### config.mk
export PLATFORM = sky130hd
export DESIGN_NAME = adc_demux_fmt
export DESIGN_NICKNAME = d
export VERILOG_FILES = /design/src/rtl/adc_demux_fmt.sv
export SDC_FILE = /design/constraint.sdc
export NUM_CORES = 1
export LEC_CHECK = 0
export ABC_AREA = 0
export BUFFER_PORTS_ARGS = -buffer_cell sky130_fd_sc_hd__buf_2
export CORE_MARGIN = 5
export CORE_UTILIZATION = 43
export DETAILED_ROUTE_END_ITERATION = 6
export PLACE_DENSITY = 0.66
export SKIP_LAST_GASP = 1
export SLEW_MARGIN = 25
export SYNTH_ARGS = -nofsm -noshare
export SYNTH_HDL_FRONTEND = slang
export SYNTH_SLANG_ARGS = --single-unit
### constraint.sdc
create_clock -name clk -period 2.8 [get_ports clk]
set_clock_uncertainty 0.15 [all_clocks]
set_input_delay 0.42 -clock clk [delete_from_list [all_inputs] [get_ports clk]]
set_output_delay 0.42 -clock clk [all_outputs]
set_load 0.05 [all_outputs]
### src/rtl/adc_demux_fmt.sv
module adc_demux_fmt #(
  parameter int DW = 8,
  parameter int IW = 10
) (
  input  logic                 clk,
  input  logic                 rst_n,
  input  logic                 demux_en,
  input  logic                 ddr_en,
  input  logic                 trim_dis,
  input  logic                 cal_active,
  input  logic                 trim_phase,
  input  logic [IW-2:0]        fs_half,
  input  logic signed [IW-1:0] i_raw,
  input  logic signed [IW-1:0] q_raw,
  output logic [DW-1:0]        di_u,
  output logic [DW-1:0]        dq_u,
  output logic [DW-1:0]        di_d,
  output logic [DW-1:0]        dq_d,
  output logic                 d_oe,
  output logic                 dclk,
  output logic                 dclk2,
  output logic                 ovr
);
  localparam int HI = 2**(DW-1) - 1;
  localparam int LO = -(2**(DW-1));
  localparam logic [DW-1:0] MID = {1'b1, {(DW-1){1'b0}}};

  function automatic logic [DW-1:0] to_code(input logic signed [IW-1:0] r);
    if (int'(r) > HI) return '1;
    else if (int'(r) < LO) return '0;
    else return r[DW-1:0] ^ MID;
  endfunction

  function automatic logic out_rng(input logic signed [IW-1:0] r, input logic [IW-2:0] lim);
    logic signed [IW:0] rx, lx;
    rx = {r[IW-1], r};
    lx = {2'b00, lim};
    return (rx > lx) || (rx < -lx);
  endfunction

  logic          v, ph, seen, first_done;
  logic [DW-1:0] s_i, s_q, h_i, h_q;
  logic          s_or, h_or;
  logic          win, gate, launch, dclk_nxt;

  assign win    = cal_active & trim_phase;
  assign gate   = win & (~trim_dis | ~first_done);
  assign launch = v & (demux_en ? ph : 1'b1);
  assign d_oe   = demux_en;

  always_comb begin
    if (gate)          dclk_nxt = 1'b0;
    else if (!demux_en) dclk_nxt = dclk ^ v;
    else if (ddr_en)   dclk_nxt = dclk ^ (v & ph);
    else               dclk_nxt = v & ph;
  end

  always_ff @(posedge clk or negedge rst_n) begin
    if (!rst_n) begin
      v <= 1'b0; ph <= 1'b0; seen <= 1'b0; first_done <= 1'b0;
      s_i <= '0; s_q <= '0; s_or <= 1'b0;
      h_i <= '0; h_q <= '0; h_or <= 1'b0;
    end else begin
      v    <= 1'b1;
      seen <= seen | win;
      first_done <= first_done | (seen & ~win);
      s_i  <= to_code(i_raw);
      s_q  <= to_code(q_raw);
      s_or <= out_rng(i_raw, fs_half) | out_rng(q_raw, fs_half);
      if (v && demux_en) ph <= ~ph;
      if (v && demux_en && !ph) begin
        h_i <= s_i; h_q <= s_q; h_or <= s_or;
      end
    end
  end

  always_ff @(posedge clk or negedge rst_n) begin
    if (!rst_n) begin
      di_u <= '0; dq_u <= '0; di_d <= '0; dq_d <= '0; ovr <= 1'b0;
    end else if (launch) begin
      di_u <= s_i;
      dq_u <= s_q;
      di_d <= demux_en ? h_i : '0;
      dq_d <= demux_en ? h_q : '0;
      ovr  <= s_or | (demux_en & h_or);
    end else if (!demux_en) begin
      di_d <= '0; dq_d <= '0;
    end
  end

  always_ff @(posedge clk or negedge rst_n) begin
    if (!rst_n) begin
      dclk <= 1'b0; dclk2 <= 1'b0;
    end else begin
      dclk <= dclk_nxt; dclk2 <= dclk_nxt;
    end
  end


  pair_lag_chk: assert property (@(posedge clk) disable iff (!rst_n)
    demux_en && v && ph |=> di_d == $past(h_i) && dq_d == $past(h_q));

  direct_lag_off_chk: assert property (@(posedge clk) disable iff (!rst_n)
    !demux_en |=> di_d == '0 && dq_d == '0 && !d_oe);

  direct_toggle_chk: assert property (@(posedge clk) disable iff (!rst_n)
    !demux_en && v && !win |=> dclk != $past(dclk));

  trim_park_chk: assert property (@(posedge clk) disable iff (!rst_n)
    win && !(trim_dis && first_done) |=> !dclk);

  mirror_chk: assert property (@(posedge clk) disable iff (!rst_n) dclk2 == dclk);
endmodule

==> report_table.html <==
<table>
<tr><th>Metric</th><th>Value</th></tr>
<tr><th colspan="2">Floorplanning</th></tr>
<tr><td>Row cnt</td><td>35</td></tr>
<tr><td>Width of the chip</td><td>106 um</td></tr>
<tr><td>Effective utilization at floorplan</td><td>0.434</td></tr>
<tr><td>Top Ports</td><td>72</td></tr>
<tr><td>Die span in y</td><td>106 um</td></tr>
<tr><td>Total Die Area</td><td>11200 um^2</td></tr>
<tr><td>Core footprint</td><td>9060 um^2</td></tr>
<tr><th colspan="2">Routing</th></tr>
<tr><td>Post-route ant nets</td><td>0</td></tr>
<tr><td>Vias post-DR</td><td>3016</td></tr>
<tr><td>Post-DR wirelength/cell</td><td>14.2 um</td></tr>
<tr><td>Post-route DRC violation count</td><td>0</td></tr>
<tr><td>Post-detailed-route via-to-cell ratio</td><td>5.09</td></tr>
<tr><td>Total iterations of the first detailed-routing run</td><td>4</td></tr>
<tr><td>First-iteration detailed-routing DRC count</td><td>90</td></tr>
<tr><td>Wirelength, routed</td><td>8410 um</td></tr>
<tr><th colspan="2">Placement</th></tr>
<tr><td>Global placement routability congestion</td><td>0.864</td></tr>
<tr><td>Area post-placement</td><td>4410 um^2</td></tr>
<tr><td>Half-perimeter wire length after placement</td><td>6690 um</td></tr>
<tr><td>Setup WS pre-CTS</td><td>-0.00898 ns</td></tr>
<tr><td>Number of port buffers</td><td>71</td></tr>
<tr><th colspan="2">Global route</th></tr>
<tr><td>Initial antenna violation count</td><td>0</td></tr>
<tr><td>Number of global-route vias before repair</td><td>3027</td></tr>
<tr><td>Met1 routing resource usage after global routing</td><td>0.206</td></tr>
<tr><td>Total GRT Usage</td><td>0.161</td></tr>
<tr><td>Most Crowded Layer GR</td><td>met2</td></tr>
<tr><td>Wire length of the first global-routing pass</td><td>14400 um</td></tr>
<tr><td>Met2 track demand over resource in global routing</td><td>0.265</td></tr>
<tr><td>Met3 Track Usage GR</td><td>0.0343</td></tr>
<tr><td>Total overflow reported by the global router</td><td>0</td></tr>
<tr><td>Maximum number of pins on one net before global-route repair</td><td>28</td></tr>
<tr><th colspan="2">STA</th></tr>
<tr><td>Min Hold Slack</td><td>0.193 ns</td></tr>
<tr><td>Transition time at the pin with the least slew margin</td><td>0.502 ns</td></tr>
<tr><td>Finish-stage setup viols</td><td>0</td></tr>
<tr><td>Fmax</td><td>0.409 GHz</td></tr>
<tr><td>Total Negative Setup Slacks</td><td>0 ns</td></tr>
<tr><td>Period minus WS final</td><td>2.44 ns</td></tr>
<tr><td>Final number of hold-violating endpoints</td><td>0</td></tr>
<tr><td>Fin worst setup slack</td><td>0.357 ns</td></tr>
<tr><td>Part of the cycle the worst path needs</td><td>0.872</td></tr>
<tr><td>Final count of pins violating max slew</td><td>0</td></tr>
<tr><td>Worst max-slew margin expressed relative to the limit</td><td>0.665</td></tr>
<tr><td>Setup repair after global routing missed its margin</td><td>no</td></tr>
<tr><th colspan="2">Clock network</th></tr>
<tr><td>Hold buffer count at cts</td><td>1</td></tr>
<tr><td>Buffer type at the clock tree root</td><td>clkbuf_8</td></tr>
<tr><td>Clock insertion delay at the later pin of the skew report</td><td>0.33 ns</td></tr>
<tr><td>Clock tree sinks</td><td>72</td></tr>
<tr><td>Post-CTS Setup Inserts</td><td>0</td></tr>
<tr><td>Number of clock buffers inserted by TritonCTS</td><td>9</td></tr>
<tr><td>H-Tree Level Count</td><td>3</td></tr>
<tr><td>Number of cells upsized or downsized after cts</td><td>0</td></tr>
<tr><td>Clock-pin slew on the worst setup and hold paths</td><td>0.07 ns</td></tr>
<tr><td>Maximum clock insertion buffer count</td><td>2</td></tr>
<tr><td>TritonCTS clock tree</td><td>yes</td></tr>
<tr><th colspan="2">Final layout</th></tr>
<tr><td>Final design area excluding fillers</td><td>4620 um^2</td></tr>
<tr><td>Area overhead of the layout relative to synthesis</td><td>17.3%</td></tr>
<tr><td>Fraction of layout instances using a drive strength above 1</td><td>0.280</td></tr>
<tr><td>Number of filler instances in the final layout</td><td>857</td></tr>
<tr><td>Number of nets in the layout</td><td>542</td></tr>
<tr><td>Antenna diode count</td><td>0</td></tr>
<tr><th colspan="2">Setup path</th></tr>
<tr><td>Kind of launch point of the worst setup path</td><td>input port</td></tr>
<tr><td>Critical-path maximum fanout</td><td>3</td></tr>
<tr><td>Family with the most delay on the worst path</td><td>simple AND/OR/NAND/NOR gates</td></tr>
<tr><td>Depth of the critical timing path with buffers and inverters included</td><td>10</td></tr>
<tr><td>Worst path slowest cell</td><td>or4_4</td></tr>
<tr><td>Buf/Inv on CP</td><td>1</td></tr>
<tr><td>Endpoint required time on the critical path</td><td>2.86 ns</td></tr>
<tr><td>Slowest stage delay, CP</td><td>0.53 ns</td></tr>
<tr><td>Path depth of the worst reg2reg path</td><td>3</td></tr>
<tr><td>Type of the setup path with the least slack</td><td>input port to flop</td></tr>
<tr><td>WP data arrival</td><td>2.50 ns</td></tr>
<tr><td>Critical Path, Cell by Cell</td><td>buf_2 -&gt; or4_4 -&gt; nand2_1 -&gt; ha_1 -&gt; a21oi_1 -&gt; a2bb2oi_1 -&gt; maj3_2 -&gt; o32ai_2 -&gt; mux2i_1 -&gt; o311ai_1</td></tr>
<tr><td>Kind of end point of the critical path</td><td>flop</td></tr>
<tr><th colspan="2">Pwr</th></tr>
<tr><td>VDD IR max</td><td>0.257 mV</td></tr>
<tr><td>Cell Pwr Density</td><td>646 nW/um^2</td></tr>
<tr><td>Static Leak</td><td>0.00223 uW</td></tr>
<tr><th colspan="2">Min path</th></tr>
<tr><td>Class of the most critical hold timing path</td><td>input port to flop</td></tr>
<tr><td>Instance count along the most critical hold path</td><td>3</td></tr>
<tr><th colspan="2">Yosys</th></tr>
<tr><td>Share of synthesized registers carrying an async set or reset</td><td>1.00</td></tr>
<tr><td>Library cell with the largest summed area after synthesis</td><td>dfrtp_1</td></tr>
<tr><td>Synthesis-stage register bit count</td><td>72</td></tr>
<tr><td>Leading post-synthesis cells by instance count</td><td>dfrtp_1, nand2_1, nor2_1</td></tr>
<tr><td>Count leader, synth</td><td>dfrtp_1</td></tr>
<tr><td>Dominant synthesized flop cell</td><td>dfrtp_1</td></tr>
<tr><td>Leading cell types by total area after synthesis</td><td>dfrtp_1, mux2_2, ha_1</td></tr>
<tr><td>Area share of the leading cell type in the synthesized netlist</td><td>0.458</td></tr>
<tr><td>Share of the yosys chip area belonging to registers</td><td>0.458</td></tr>
<tr><td>Count of flip-flops with a built-in enable after synthesis</td><td>0</td></tr>
<tr><td>Number of warnings issued by yosys</td><td>0</td></tr>
<tr><td>Average cell area after synthesis</td><td>9.74 um^2</td></tr>
<tr><td>Area of the mapped netlist</td><td>3940 um^2</td></tr>
<tr><td>Library cells used by synthesis</td><td>49</td></tr>
<tr><td>Number of nets produced by synthesis</td><td>469</td></tr>
<tr><td>Post-synthesis cell count</td><td>404</td></tr>
<tr><th colspan="2">Job</th></tr>
<tr><td>Count of max-cap constraint violations</td><td>0</td></tr>
<tr><th colspan="2">Outcome</th></tr>
<tr><td>Run status</td><td>finished, final reports clean</td></tr>
</table>
metal layers:
metal  routed length [um]  share of wire
met5                    0              0
met3                  458          0.054
met1                 3860           0.46
met4                  122          0.015
met2                 3960           0.47
stage by stage:
stage                     total power [uW]  utilization  instances
after floorplan                       1960            -        404
after detailed placement              2210        0.486        576
after global placement                2180        0.486        576
after CTS                             3020        0.509        593
after global routing                  3160        0.509        593
final                                 2980        0.509        593
cells in the final DEF, fill, tap and decap left out, types with 3 or more instances in the layout:
| master | synthesis | layout |
|---|---|---|
| a21oi_1 | 42 | 42 |
| mux2_2 | 33 | 33 |
| nor2_1 | 46 | 46 |
| inv_1 | 17 | 17 |
| xnor2_1 | 5 | 5 |
| nand3_1 | 4 | 4 |
| o21a_1 | 3 | 3 |
| nor2b_1 | 4 | 4 |
| ha_1 | 29 | 29 |
| nand2b_1 | 4 | 4 |
| nand2_1 | 64 | 64 |
| buf_2 | 0 | 71 |
| xor2_1 | 3 | 3 |
| nor3_1 | 7 | 7 |
| dfrtp_1 | 72 | 72 |
| o21ai_0 | 12 | 12 |
| buf_4 | 2 | 8 |
| nor4_1 | 3 | 3 |
| and2_1 | 3 | 3 |
| clkbuf_8 | 0 | 11 |
cell type report:
class / count / area (um^2) / area share
clock inverter: 3 / 40.0 / 0.00867
tap: 111 / 139 / 0.0301
clock buffer: 13 / 159 / 0.0344
timing repair buffer: 80 / 425 / 0.0921
inverter: 18 / 67.6 / 0.0146
sequential: 72 / 1800 / 0.390
multi-input combinational: 296 / 1980 / 0.430
logic make-up (layout without fill, tap and decap cells):
group / after synthesis / after routing / share of synthesized area
other: 1 / 1 / 0.000953
buffers and inverters: 36 / 114 / 0.0381
muxes: 34 / 34 / 0.0969
adders and majority gates: 32 / 32 / 0.100
DFF: 72 / 72 / 0.458
AOI/OAI and AO/OA: 76 / 76 / 0.123
and+or+nand+nor: 144 / 144 / 0.160
xor gates and xnor gates: 9 / 9 / 0.0235
power breakdown:
group	leakage (uW)	switching (uW)	internal, uW
combinational	0.00125	573	293
sequential	0.000881	99.6	1220
clock	0.000103	339	458
total	0.00223	1010	1970
registers in the layout, summed over array words and instances, names as in the netlist, 8 cells and up:
register / cells
di_d: 8
di_u: 8
dq_d: 8
dq_u: 8
h_i: 8
h_q: 8
s_i: 8
s_q: 8
path summary, 6_finish.rpt:
check / start / end / slack, ns
worst min register to register: first_done$_DFF_PN0_ / first_done$_DFF_PN0_ / 0.31
max in group asynchronous: rst_n / dclk2$_DFF_PN0_ / 1.33
min in group asynchronous: rst_n / dq_d[7]$_DFFE_PN0P_ / 0.43
worst max-delay path: fs_half[1] / s_or$_DFF_PN0_ / 0.36
worst min-delay path: trim_phase / seen$_DFF_PN0_ / 0.19
worst max register to register: v$_DFF_PN0_ / h_q[1]$_DFFE_PN0P_ / 1.20
worst min-delay path, stage by stage:
cell and delay [ns]:
buf_2 0.08, nand2_1 0.07, nand2b_1 0.08
Note: power is estimated with default switching activity, not from simulation.
